File: config.mk
export PLATFORM = sky130hd
export DESIGN_NAME = pwr_mode_ctrl
export DESIGN_NICKNAME = d
export VERILOG_FILES = /design/src/rtl/pmc_pkg.sv /design/src/rtl/pmc_ctrl_reg.sv /design/src/rtl/pmc_src_track.sv /design/src/rtl/pmc_mode_fsm.sv /design/src/rtl/pwr_mode_ctrl.sv
export SDC_FILE = /design/constraint.sdc
export NUM_CORES = 1
export LEC_CHECK = 0
export CAP_MARGIN = 20
export CORE_MARGIN = 4
export CORE_UTILIZATION = 30
export CTS_CLUSTER_SIZE = 10
export DETAILED_ROUTE_END_ITERATION = 10
export MAX_ROUTING_LAYER = met4
export PLACE_DENSITY = 0.65
export SLEW_MARGIN = 5
export SYNTH_ARGS = -nofsm -noshare
export SYNTH_HDL_FRONTEND = slang
export SYNTH_SLANG_ARGS = --single-unit
File: constraint.sdc
create_clock -name clk -period 3.5 [get_ports clk]
set_input_delay 0.7 -clock clk [delete_from_list [all_inputs] [get_ports clk]]
set_output_delay 0.7 -clock clk [all_outputs]
set_load 0.01 [all_outputs]
File: src/rtl/pmc_pkg.sv
package pmc_pkg;
    localparam int NUM_SRC = 3;
    localparam int SRC_W   = $clog2(NUM_SRC + 1);
    localparam int MODE_W  = 3;

    localparam logic [SRC_W-1:0] SRC_PRI  = 2'd0;
    localparam logic [SRC_W-1:0] SRC_SEC  = 2'd1;
    localparam logic [SRC_W-1:0] SRC_INT  = 2'd2;
    localparam logic [SRC_W-1:0] SRC_NONE = 2'd3;

    localparam logic [MODE_W-1:0] MODE_IDLE_BASE = 3'd3;
    localparam logic [MODE_W-1:0] MODE_SLEEP     = 3'd6;

    typedef enum logic [1:0] {
        ST_RUN   = 2'd0,
        ST_IDLE  = 2'd1,
        ST_SLEEP = 2'd2,
        ST_WAKE  = 2'd3
    } pm_state_e;

    function automatic logic [SRC_W-1:0] decode_field(input logic [1:0] f);
        if (f[1])      return SRC_INT;
        else if (f[0]) return SRC_SEC;
        else           return SRC_PRI;
    endfunction
endpackage

File: src/rtl/pmc_ctrl_reg.sv
module pmc_ctrl_reg #(
    parameter int CTRL_W   = 8,
    parameter int IDLE_BIT = 7,
    parameter int SEL_LSB  = 0
) (
    input  logic              clk,
    input  logic              rst_n,
    input  logic              wr,
    input  logic [CTRL_W-1:0] wdata,
    output logic [CTRL_W-1:0] rdata,
    output logic              idle_en,
    output logic [1:0]        sel_field
);
    logic [CTRL_W-1:0] reg_q;

    always_ff @(posedge clk or negedge rst_n) begin
        if (!rst_n)  reg_q <= '0;
        else if (wr) reg_q <= wdata;
    end

    assign rdata     = reg_q;
    assign idle_en   = reg_q[IDLE_BIT];
    assign sel_field = reg_q[SEL_LSB +: 2];

    p_readback_r12: assert property (@(posedge clk) disable iff (!rst_n)
        wr |=> (rdata == $past(wdata)));
endmodule

File: src/rtl/pmc_src_track.sv
module pmc_src_track
    import pmc_pkg::*;
(
    input  logic               clk,
    input  logic               rst_n,
    input  logic [SRC_W-1:0]   tgt_src,
    input  logic [NUM_SRC-1:0] rdy,
    input  logic               awake,
    input  logic               force_load,
    output logic [SRC_W-1:0]   cur_src,
    output logic               tgt_rdy
);
    always_comb begin
        tgt_rdy = 1'b0;
        for (int i = 0; i < NUM_SRC; i++) begin
            if (tgt_src == SRC_W'(i)) tgt_rdy = rdy[i];
        end
    end

    always_ff @(posedge clk or negedge rst_n) begin
        if (!rst_n)
            cur_src <= SRC_PRI;
        else if (force_load || (awake && tgt_src != cur_src && tgt_rdy))
            cur_src <= tgt_src;
    end

    p_hold_unready_r3: assert property (@(posedge clk) disable iff (!rst_n)
        (awake && !force_load && tgt_src != cur_src && !tgt_rdy) |=> (cur_src == $past(cur_src)));

    p_never_none_r2: assert property (@(posedge clk) disable iff (!rst_n)
        cur_src != SRC_NONE);
endmodule

File: src/rtl/pmc_mode_fsm.sv
module pmc_mode_fsm
    import pmc_pkg::*;
(
    input  logic              clk,
    input  logic              rst_n,
    input  logic              sleep_req,
    input  logic              wake_evt,
    input  logic              idle_en,
    input  logic              tgt_rdy,
    input  logic [SRC_W-1:0]  tgt_src,
    input  logic [SRC_W-1:0]  cur_src,
    output logic              awake,
    output logic              wake_done,
    output logic [SRC_W-1:0]  clk_sel,
    output logic              cpu_clk_en,
    output logic              per_clk_en,
    output logic              switch_pending,
    output logic [MODE_W-1:0] mode_code
);
    pm_state_e state_q, state_d;

    always_comb begin
        state_d = state_q;
        unique case (state_q)
            ST_RUN:   if (sleep_req) state_d = idle_en ? ST_IDLE : ST_SLEEP;
            ST_IDLE:  if (wake_evt)  state_d = ST_RUN;
            ST_SLEEP: if (wake_evt)  state_d = ST_WAKE;
            ST_WAKE:  if (tgt_rdy)   state_d = ST_RUN;
        endcase
    end

    always_ff @(posedge clk or negedge rst_n) begin
        if (!rst_n) state_q <= ST_RUN;
        else        state_q <= state_d;
    end

    always_comb begin
        awake          = 1'b0;
        wake_done      = 1'b0;
        clk_sel        = SRC_NONE;
        cpu_clk_en     = 1'b0;
        per_clk_en     = 1'b0;
        mode_code      = MODE_SLEEP;
        unique case (state_q)
            ST_RUN: begin
                awake      = 1'b1;
                clk_sel    = cur_src;
                cpu_clk_en = 1'b1;
                per_clk_en = 1'b1;
                mode_code  = MODE_W'(cur_src);
            end
            ST_IDLE: begin
                awake      = 1'b1;
                clk_sel    = cur_src;
                per_clk_en = 1'b1;
                mode_code  = MODE_IDLE_BASE + MODE_W'(cur_src);
            end
            ST_SLEEP: begin
            end
            ST_WAKE: begin
                wake_done = tgt_rdy;
            end
        endcase
        switch_pending = awake && (tgt_src != cur_src);
    end

    p_idle_entry_r4: assert property (@(posedge clk) disable iff (!rst_n)
        (state_q == ST_RUN && sleep_req && idle_en) |=> (state_q == ST_IDLE));
    p_sleep_entry_r5: assert property (@(posedge clk) disable iff (!rst_n)
        (state_q == ST_RUN && sleep_req && !idle_en) |=> (state_q == ST_SLEEP));
    p_idle_held_r6: assert property (@(posedge clk) disable iff (!rst_n)
        (state_q == ST_IDLE && !wake_evt) |=> (state_q == ST_IDLE));
    p_idle_wake_r7: assert property (@(posedge clk) disable iff (!rst_n)
        (state_q == ST_IDLE && wake_evt) |=> (state_q == ST_RUN));
    p_wake_waits_r8: assert property (@(posedge clk) disable iff (!rst_n)
        (state_q == ST_WAKE && !tgt_rdy) |=> (state_q == ST_WAKE && !per_clk_en));
    p_sel_move_clears_r10: assert property (@(posedge clk) disable iff (!rst_n)
        (clk_sel != $past(clk_sel) && clk_sel != SRC_NONE && $past(clk_sel) != SRC_NONE)
            |-> !switch_pending);
    p_sleep_dark_r11: assert property (@(posedge clk) disable iff (!rst_n)
        (mode_code == MODE_SLEEP) |-> (!cpu_clk_en && !per_clk_en && clk_sel == SRC_NONE));
endmodule

File: src/rtl/pwr_mode_ctrl.sv
module pwr_mode_ctrl
    import pmc_pkg::*;
#(
    parameter int CTRL_W   = 8,
    parameter int IDLE_BIT = 7,
    parameter int SEL_LSB  = 0
) (
    input  logic              clk,
    input  logic              rst_n,
    input  logic              cfg_wr,
    input  logic [CTRL_W-1:0] cfg_wdata,
    output logic [CTRL_W-1:0] cfg_rdata,
    input  logic              sleep_req,
    input  logic              wake_evt,
    input  logic              rdy_pri,
    input  logic              rdy_sec,
    input  logic              rdy_int,
    output logic [1:0]        clk_sel,
    output logic              cpu_clk_en,
    output logic              per_clk_en,
    output logic              switch_pending,
    output logic [2:0]        mode_code
);
    logic             idle_en;
    logic [1:0]       sel_field;
    logic [SRC_W-1:0] tgt_src;
    logic [SRC_W-1:0] cur_src;
    logic             tgt_rdy;
    logic             awake;
    logic             wake_done;

    pmc_ctrl_reg #(
        .CTRL_W   (CTRL_W),
        .IDLE_BIT (IDLE_BIT),
        .SEL_LSB  (SEL_LSB)
    ) u_reg (
        .clk       (clk),
        .rst_n     (rst_n),
        .wr        (cfg_wr),
        .wdata     (cfg_wdata),
        .rdata     (cfg_rdata),
        .idle_en   (idle_en),
        .sel_field (sel_field)
    );

    assign tgt_src = decode_field(sel_field);

    pmc_src_track u_src (
        .clk        (clk),
        .rst_n      (rst_n),
        .tgt_src    (tgt_src),
        .rdy        ({rdy_int, rdy_sec, rdy_pri}),
        .awake      (awake),
        .force_load (wake_done),
        .cur_src    (cur_src),
        .tgt_rdy    (tgt_rdy)
    );

    pmc_mode_fsm u_fsm (
        .clk            (clk),
        .rst_n          (rst_n),
        .sleep_req      (sleep_req),
        .wake_evt       (wake_evt),
        .idle_en        (idle_en),
        .tgt_rdy        (tgt_rdy),
        .tgt_src        (tgt_src),
        .cur_src        (cur_src),
        .awake          (awake),
        .wake_done      (wake_done),
        .clk_sel        (clk_sel),
        .cpu_clk_en     (cpu_clk_en),
        .per_clk_en     (per_clk_en),
        .switch_pending (switch_pending),
        .mode_code      (mode_code)
    );
endmodule

* After elaboration in Yosys (flattened, before gate mapping)
Index checks and enable logic that the tools add are counted. Widths: inputs -> output; s select.
Operators by class: multiplexer cells 16, reductions and logical operators 7, add/subtract/negate cells 1, eq/ne operators 10
Operators by type and width (number):
- $mux 2 | 7
- $pmux 2 s4 | 1
- $mux 1 | 7
- $eq 2x2->1 const B | 3
- $ne 2x2->1 const B | 3
- $pmux 3 s2 | 1
- $eq 2x1->1 const B | 2
- $logic_not 2->1 | 2
- $reduce_and 4->1 | 1
- $add 2x2->3 const A | 1
- $logic_and 1x1->1 | 2
- $ne 2x1->1 const B | 1
- $ne 2x2->1 | 1
- $reduce_or 2->1 | 1
- $logic_or 1x1->1 | 1
Word-level totals: output and inout port bits 16, word-level logic and storage cells 37, register bits after elaboration 12

* Longest topological paths before layout
Gate-level depths: netlist of run 1.
depth in word-level cells 8, depth in mapped cells 5, depth with buffers taken out 5

* Hierarchy
Synthesis of run 1 repeated with hierarchy kept, for this count alone.
Unflattened totals: cell total of the unflattened synthesis 67, area, all modules 754.5 um^2
By module, submodules not included:
- pmc_ctrl_reg | seq. area each 200.2 um^2, times used 1, cells an instance 20, area each 354.1 um^2
- pmc_mode_fsm | seq. area each 50.0 um^2, times used 1, cells an instance 31, area each 236.5 um^2
- pmc_src_track | seq. area each 50.0 um^2, times used 1, cells an instance 15, area each 150.1 um^2
- pwr_mode_ctrl | seq. area each 0.0 um^2, times used 1, cells an instance 1, area each 13.8 um^2

* Worst setup path before layout of run 1
No wires, ideal clock.
path type register to output, start reg u_reg.reg_q[0], in the netlist u_reg.rdata[0], end out switch_pending, data required time 2800 ps, cell stages (with the launch flop) 3, path buffers 0, path slack 1846 ps, arrival time 954 ps, cells stage by stage dfrtp_1 -> xor2_1 -> o311a_4
Between the ends: longest elaborated chain between the ends 4
Ends and longest elaborated chain:
- start: declaration | line pmc_ctrl_reg.sv:14 | logic [CTRL_W-1:0] reg_q;
- start signal: assignment | line pmc_ctrl_reg.sv:18 | else if (wr) reg_q <= wdata;
- $mux 1 | line pmc_pkg.sv:23 | else if (f[0]) return SRC_SEC;
- $mux 2 | line pmc_pkg.sv:22 | if (f[1]) return SRC_INT;
- $ne 2x2->1 | line pmc_mode_fsm.sv:64 | switch_pending = awake && (tgt_src != cur_src);
- $logic_and 1x1->1 | line pmc_mode_fsm.sv:64
- end: declaration | line pwr_mode_ctrl.sv:21 | output logic switch_pending,
No other way between the ends.

* Worst setup path in the final report of run 1
start reg u_src.cur_src[0], end out mode_code[1]
Between the ends: longest elaborated chain between the ends 2
Ends and longest elaborated chain:
- start: declaration | line pmc_src_track.sv:10 | output logic [SRC_W-1:0] cur_src,
- start signal: assignment | line pmc_src_track.sv:24 | cur_src <= tgt_src;
- $add 2x2->3 | line pmc_mode_fsm.sv:56 | mode_code = MODE_IDLE_BASE + MODE_W'(cur_src);
- $pmux 3 s2 | line pmc_mode_fsm.sv:44 | unique case (state_q)
- end: declaration | line pwr_mode_ctrl.sv:22 | output logic [2:0] mode_code
No other way between the ends.

==> results.cfg, run 1 <==
[outcome]
status = completed

[route]
drt.antenna.violating_nets = 0
initialDrtViolationCount = 1
postRouteWirelength_um = 1450
detailroute.via_count = 521
post_drt_wl_per_cell_um = 12.4
number_of_vias_per_cell_after_detailed_routing = 4.45
drt_pre_antenna_iters = 2
drcViolationCount = 0

[yosys]
post_synth_num_cell_types = 22
syn_inst = 58
mean_syn_cell_area_um2 = 10.7
synth_edf_count = 0
synth_largest_type_area_fraction = 0.483
synth_area_leader_cell = dfrtp_1
yosys_most_used_dff = dfrtp_1
synth_seq_area_share = 0.483
post_synth_most_frequent_cells = dfrtp_1 (12), mux2_2 (7), nand2_1 (6)
syn-cell-area_um2 = 622
postSynth.asyncResetShare = 1.00
synth_area_leaders = dfrtp_1 (48%), mux2_2 (13%), o21ai_0 (4.0%), nand2_1 (3.6%), o311a_4 (3.4%)
yosysMostFrequentCell = dfrtp_1
yosysWarnings = 0
synth.ff_latch_count = 12
mappedNetlistNets = 75

[sta]
finalHoldWorstSlack_ps = 514
finalHoldViolations = 0
postLayoutSetupSlackWorst_ps = 964
max_freq_mhz = 394
worst_slew_pin_slew_ps = 512
setup_viol = 0
post-route-min-period_ps = 2540
fin_tns_setup_ps = 0
finClkSkew_ps = 5.23
grt_setup_unrepaired = false
final_max_slew_viol_count = 0
period_utilization_post_route = 0.725
max-slew-margin-rel = 0.657

[job]
drv.max_cap_violation_count = 0

[global_route]
number_of_antenna_violations_at_the_first_check_in_global_routing = 0
grt_first_pass_wirelength_um = 2450
number_of_global_route_vias_before_repair = 558
grt_start_max_net_pins = 13
grt_use_total = 0.122
globalRoute.totalOverflow = 0

[layout]
nets = 108
finalInstanceArea_um2 = 983
drive_gt1_frac = 0.156
layout.filler_cells = 204
multi_input_comb_area_um2 = 284
syn_to_final_growth_pct = 58.1
seq_area_um2 = 300
antenna_diode_count = 0

[critical_path]
critPathLaunchType = flip-flop
crit_path_max_fanout = 4
timing.critical_path.required_ps = 2800
crit_arrival_ps = 1840
path_class = flip-flop to primary output
cp-end-kind = primary output

[power]
power_switching_share = 0.357
pwr-share-comb = 0.520
power.sequential.fraction = 0.323
worst_ir_drop_vdd_v = 0.000317
power_report.internal_total_uw = 434
power.leakage_nw = 0.424
p_switching_uw = 241
p_clk_frac = 0.157
total_power_per_unit_cell_area_mw_per_mm2 = 686

[placed_design]
post_dp_cell_area_um2 = 947
gp_routability_congestion = 0.767
dp_hpwl_um = 1170
placement.setup.worst_slack_ps = 1250
number_of_port_buffers = 31

[clock_tree]
cts_buffers = 3
clock_path_buffers = 2
clock_tree_from_tritoncts = yes
hold_buf_count_cts = 0
worst_setup_hold_path_clk_slew_ps = 70
cts.sink_count = 12
maximum_level_of_the_cts_h_tree = 1
clock_latency_reported_for_the_late_side_of_the_worst_skew_pair_ps = 270
postCtsResizedCells = 0
cts_setup_buffers = 0
cts-root-buf = clkbuf_4

[hold_path]
hold_path.class = flip-flop to flip-flop

[die]
placementRows = 16
number_of_ports_placed_on_the_die_boundary = 32
dieArea_mm2 = 0.00287
floorplan_die_height_um = 53.5
start_util = 0.317
chipWidth_um = 53.5
core_mm2 = 0.00196
## power by group through the flow
stage               sequential [mW]  combinational [mW]  clock [mW]
finish                        0.218               0.351       0.106
global placement              0.217               0.348           0
floorplan                     0.213               0.182           0
global route                  0.224               0.390       0.119
detailed placement            0.220               0.356           0
CTS                           0.217               0.358       0.110
## final timing paths
path,endpoint,slack [ps],startpoint,depth (start not counted)
worst min-delay path,u_reg.rdata[2],510,u_reg.rdata[2],1
max in group asynchronous,u_fsm.state_q[0],2380,rst_n,1
worst max register to register,u_src.cur_src[0],2050,u_reg.rdata[0],4
worst min register to register,u_reg.rdata[2],510,u_reg.rdata[2],1
worst max-delay path,mode_code[1],960,u_src.cur_src[0],6
min in group asynchronous,u_reg.rdata[6],770,rst_n,1
## cell families after synthesis
group | share of synthesized area
AOI/OAI and AO/OA | 0.155
and+or+nand+nor | 0.0946
muxes | 0.159
adders and majority gates | 0.0201
buffers and inverters | 0.0603
xor gates and xnor gates | 0.0282
DFF | 0.483
## metal layers
layer  share of wire  routed length, um  track usage
met5               0                  0            -
met4               0                  0       0.0511
met3            0.10                147       0.0305
met2            0.42                608        0.180
met1            0.48                695        0.158
## cell type report
| type | count | area share |
|---|---|---|
| Clock buffer | 4 | 0.0369 |
| Tap cell | 27 | 0.0344 |
| Inverter | 5 | 0.0191 |
| Sequential cell | 12 | 0.305 |
| Timing Repair Buffer | 31 | 0.316 |
| Multi-Input combinational cell | 38 | 0.289 |
## flip-flops by register name (all words and copies together), names as in the netlist
register       count
u_src.cur_src      2
u_reg.rdata        8
u_fsm.state_q      2
## worst max-delay path, stage by stage (launching register included)
cell	delay, ps
dfrtp_1	420
inv_1	100
ha_1	300
nand2_1	50
o21ai_0	80
nand2_1	80
clkdlybuf4s50_1	540
## cell usage in the layout (no fill, tap or decap), types with 2 or more instances in the layout
master / instances
a21oi_1: 3
clkbuf_4: 3
clkdlybuf4s50_1: 31
dfrtp_1: 12
inv_1: 4
mux2_2: 7
mux2i_1: 2
nand2_1: 6
nor2_1: 4
o21ai_0: 5
## metrics by stage
step,util,total power [mW],cells
after floorplan,-,0.395,58
after global placement,0.483,0.565,113
after detailed placement,0.483,0.576,113
after CTS,0.501,0.685,117
after global routing,0.501,0.733,117
final,0.501,0.675,117
Note: power is estimated with default switching activity, not from simulation.
==> run 2: changes to the inputs <==
- clock period: 3.5 -> 2.45 ns (I/O delays scaled with it)
==> run 2 against run 1 <==
Sequential power is 42% higher. Largest cell class unchanged. Sequential share of layout area is 0.46 points lower. Critical endpoint unchanged. Die area stayed put. Global-route usage stayed put. Setup slack worse by 810 ps. Critical path depth stayed put. Highest routed layer unchanged. First-iteration DRC count is 100% higher. Final cell count is 1.7% higher. Via count is 3.1% higher.
==> results.cfg, run 2 (synthesis results as in run 1) <==
[outcome]
status = completed

[power]
p_switching_uw = 352
pwr-share-comb = 0.535
power_switching_share = 0.355
total_power_per_unit_cell_area_mw_per_mm2 = 992
power.leakage_nw = 0.435
worst_ir_drop_vdd_v = 0.000454
power_report.internal_total_uw = 638
p_clk_frac = 0.153
power.sequential.fraction = 0.313

[die]
dieArea_mm2 = 0.00287
number_of_ports_placed_on_the_die_boundary = 32
core_mm2 = 0.00196
start_util = 0.317
chipWidth_um = 53.5
floorplan_die_height_um = 53.5
placementRows = 16

[sta]
max_freq_mhz = 436
final_max_slew_viol_count = 0
fin_tns_setup_ps = 0
period_utilization_post_route = 0.936
finalHoldWorstSlack_ps = 514
post-route-min-period_ps = 2290
finalHoldViolations = 0
setup_viol = 0
worst_slew_pin_slew_ps = 512
grt_setup_unrepaired = false
max-slew-margin-rel = 0.657
finClkSkew_ps = 5.20

[clock_tree]
maximum_level_of_the_cts_h_tree = 1
cts.sink_count = 12
cts-root-buf = clkbuf_4
postCtsResizedCells = 0
hold_buf_count_cts = 0
cts_setup_buffers = 0
clock_latency_reported_for_the_late_side_of_the_worst_skew_pair_ps = 270
clock_path_buffers = 2
worst_setup_hold_path_clk_slew_ps = 70
clock_tree_from_tritoncts = yes
cts_buffers = 3

[layout]
final_core_density = 0.509
layout.filler_cells = 204
drive_gt1_frac = 0.174
layout.cells.most_common = clkdlybuf4s50_1
antenna_diode_count = 0
layout.cells.most_common_list = clkdlybuf4s50_1 (31), dfrtp_1 (12), mux2_2 (7), nand2_1 (6), o21ai_0 (5)
seq_area_um2 = 300
multi_input_comb_area_um2 = 284
nets = 110
syn_to_final_growth_pct = 60.6
largest_reg_flops = 8

[critical_path]
master_of_the_slowest_instance_on_the_critical_path = clkdlybuf4s50_1
crit_family = buffers and inverters
critPathLaunchType = flip-flop
cp-end-kind = primary output
path_cells = inv_1 > ha_1 > nand2_1 > o21ai_0 > nand2_1 > clkdlybuf4s50_1
timing.critical_path.required_ps = 1960
crit_arrival_ps = 1800
reg_to_reg_setup_timing_slack_ps = 950
delay_of_the_slowest_cell_on_the_worst_path_ps = 540
path_class = flip-flop to primary output
worst-path-buf-inv = 2
crit_path_max_fanout = 5
cp_common_cell = nand2_1

[placed_design]
gp_routability_congestion = 0.766
dp_hpwl_um = 1170
number_of_port_buffers = 31

[route]
drcViolationCount = 0
postRouteWirelength_um = 1490
detailroute.via_count = 537
drt_pre_antenna_iters = 4
initialDrtViolationCount = 2
drt.antenna.violating_nets = 0
post_drt_wl_per_cell_um = 12.5
number_of_vias_per_cell_after_detailed_routing = 4.51

[global_route]
number_of_global_route_vias_before_repair = 558
grt_start_max_net_pins = 13
number_of_antenna_violations_at_the_first_check_in_global_routing = 0
globalRoute.totalOverflow = 0
grt_first_pass_wirelength_um = 2450
grt_use_total = 0.122

[hold_path]
hold_path.class = flip-flop to flip-flop

[job]
drv.max_cap_violation_count = 0
-- run 2: cell types whose count changed in the layout (fill, tap and decap cells not counted) --
cell / before / now
buf_4: 0 / 2
-- run 2: layout make-up --
| class | count | share of cell area |
|---|---|---|
| Timing Repair Buffer | 33 | 0.326 |
| Tap cell | 27 | 0.0338 |
| Multi-Input combinational cell | 38 | 0.284 |
| Clock buffer | 4 | 0.0363 |
| Sequential cell | 12 | 0.301 |
| Inverter | 5 | 0.0188 |
-- run 2: worst paths after layout --
check / startpoint / endpoint / depth (start not counted)
min in group asynchronous: rst_n / u_reg.rdata[6] / 1
worst min-delay path: u_reg.rdata[2] / u_reg.rdata[2] / 1
worst max register to register: u_src.cur_src[0] / u_src.cur_src[0] / 5
worst min register to register: u_reg.rdata[2] / u_reg.rdata[2] / 1
max in group asynchronous: rst_n / u_fsm.state_q[0] / 1
worst max-delay path: u_src.cur_src[1] / mode_code[1] / 6
-- run 2: stage by stage --
| step | setup WS, ps | area [um2] | cells | power (mW) |
|---|---|---|---|---|
| floorplan | 1010 | 622 | 58 | 0.565 |
| global placement | 495 | 947 | 113 | 0.807 |
| detailed placement | 408 | 947 | 113 | 0.823 |
| CTS | 106 | 983 | 117 | 0.979 |
| global route | 8.95 | 998 | 119 | 1.07 |
| finish | 158 | 998 | 119 | 0.990 |
-- run 2: power by group through the flow --
stage,Clock (mW),Sequential [mW],Combinational [mW]
2_1_floorplan,0,0.304,0.260
3_3_place_gp,0,0.310,0.497
3_5_place_dp,0,0.314,0.509
4_1_cts,0.158,0.310,0.511
5_1_grt,0.170,0.317,0.586
6_report,0.151,0.310,0.529
-- run 2: metal layers --
metal  GRT usage  part of all wire  vias up  wire (um)
met5           -                 0        -          0
met2       0.180              0.42       34        622
met4      0.0511                 0        0          0
li1            -                 -      268          -
met3      0.0305              0.11        0        163
met1       0.158              0.47      235        705
==> run 3: changes to the inputs <==
- GPL_ROUTABILITY_DRIVEN: unset -> 0
- REMOVE_ABC_BUFFERS: unset -> 1
==> run 3 against run 2 <==
Sequential share of layout area grew 0.89 points. First-iteration DRC count grew to 2.5 times the previous value. Setup slack gained 38 ps. Wire length shrank 4.5%. Critical path type unchanged.
==> results.cfg, run 3 (synthesis results as in run 1) <==
[outcome]
status = completed

[clock_tree]
cts_setup_buffers = 0
cts.sink_count = 12
worst_setup_hold_path_clk_slew_ps = 70
cts-root-buf = clkbuf_4
postCtsResizedCells = 0
hold_buf_count_cts = 0
clock_path_buffers = 2
clock_tree_from_tritoncts = yes
cts_buffers = 3
clock_latency_reported_for_the_late_side_of_the_worst_skew_pair_ps = 260
maximum_level_of_the_cts_h_tree = 1

[route]
drt_pre_antenna_iters = 4
detailroute.via_count = 512
post_drt_wl_per_cell_um = 12.3
drcViolationCount = 0
drt.antenna.violating_nets = 0
initialDrtViolationCount = 5
postRouteWirelength_um = 1420
number_of_vias_per_cell_after_detailed_routing = 4.41

[sta]
worst_slew_pin_slew_ps = 518
final_max_slew_viol_count = 0
post-route-min-period_ps = 2250
max_freq_mhz = 444
max-slew-margin-rel = 0.653
fin_tns_setup_ps = 0
setup_viol = 0
period_utilization_post_route = 0.920
finClkSkew_ps = 5.31
finalHoldViolations = 0
grt_setup_unrepaired = false

[power]
power.leakage_nw = 0.417
power_report.internal_total_uw = 587
post-layout-total-power_uw = 922
p_switching_uw = 335
p_clk_frac = 0.125
total_power_per_unit_cell_area_mw_per_mm2 = 950
pwr-share-comb = 0.540
power.sequential.fraction = 0.335
power_switching_share = 0.363
worst_ir_drop_vdd_v = 0.000395

[critical_path]
crit_arrival_ps = 1760
regToRegStartpoint = u_reg.rdata[0]
path_cells = inv_1 > ha_1 > nand2_1 > o21ai_0 > nand2_1 > clkdlybuf4s50_1
delay_of_the_slowest_cell_on_the_worst_path_ps = 530
worst-path-buf-inv = 2
critPathLaunchType = flip-flop
path_class = flip-flop to primary output
master_of_the_slowest_instance_on_the_critical_path = clkdlybuf4s50_1
cp_common_cell = nand2_1
crit_family = buffers and inverters
timing.critical_path.required_ps = 1960
reg_to_reg_setup_timing_slack_ps = 1030
timing.reg2reg.worst_path_depth = 4
cp-end-kind = primary output
timing.rr.end = u_src.cur_src[0]
crit_path_max_fanout = 5

[layout]
multi_input_comb_area_um2 = 284
layout.cells.most_common_list = clkdlybuf4s50_1 (31), dfrtp_1 (12), mux2_2 (7), nand2_1 (6), o21ai_0 (5)
drive_gt1_frac = 0.146
syn_to_final_growth_pct = 55.9
final_core_density = 0.494
largest_reg_flops = 8
antenna_diode_count = 0
nets = 108
layout.filler_cells = 210
layout.cells.most_common = clkdlybuf4s50_1
seq_area_um2 = 300

[global_route]
grt_first_pass_wirelength_um = 2370
globalRoute.totalOverflow = 0
grt_start_max_net_pins = 13
number_of_global_route_vias_before_repair = 528
grt_use_total = 0.117
number_of_antenna_violations_at_the_first_check_in_global_routing = 0

[hold_path]
hold_path_origin = u_reg.rdata[3]
hold_path.class = flip-flop to flip-flop
min_delay_path_depth = 1
min_to = u_reg.rdata[3]

[die]
dieArea_mm2 = 0.00287
core_mm2 = 0.00196
number_of_ports_placed_on_the_die_boundary = 32
placementRows = 16
start_util = 0.317
floorplan_die_height_um = 53.5
chipWidth_um = 53.5

[job]
drv.max_cap_violation_count = 0

[placed_design]
number_of_port_buffers = 31
dp_hpwl_um = 1180
## run 3: power groups by stage
stage	Clock (mW)	Combinational, mW	Sequential (mW)
floorplan	0	0.252	0.306
global placement	0	0.498	0.309
detailed placement	0	0.505	0.313
CTS	0.122	0.505	0.309
global route	0.136	0.552	0.321
finish	0.115	0.498	0.309
## run 3: worst max path at each step
| stage | start | cells after the start | to | slack [ps] |
|---|---|---|---|---|
| 2_1_floorplan | u_reg.rdata[0] | 2 | switch_pending | 1010 |
| 3_3_place_gp | u_src.cur_src[0] | 6 | mode_code[1] | 500 |
| 3_5_place_dp | u_src.cur_src[0] | 6 | mode_code[1] | 470 |
| 4_1_cts | u_src.cur_src[0] | 6 | mode_code[1] | 180 |
| 5_1_grt | u_src.cur_src[0] | 6 | mode_code[1] | 50 |
| 6_report | u_src.cur_src[1] | 6 | mode_code[1] | 200 |
## run 3: cell type report
| class | instances | area share |
|---|---|---|
| clock buffers | 3 | 0.0232 |
| multi-input cells | 38 | 0.293 |
| well taps | 27 | 0.0348 |
| inverters | 5 | 0.0194 |
| flip-flops and latches | 12 | 0.310 |
| repair buffers | 31 | 0.320 |
## run 3: per-stage QoR
step	instances	instance area, um2	hold WS (ps)	setup slack (ps)
after floorplan	55	603	194	1010
after detailed placement	113	947	497	475
after CTS	116	970	514	178
after global placement	113	947	492	497
final	116	970	512	196
after global routing	116	970	530	45.9
## run 3: layer usage
layer | GRT usage | up-vias | part of all wire
met4 | 0.0511 | 0 | 0
met1 | 0.146 | 230 | 0.47
li1 | - | 260 | -
met3 | 0.0249 | 0 | 0.080
met2 | 0.182 | 22 | 0.45
met5 | - | - | 0
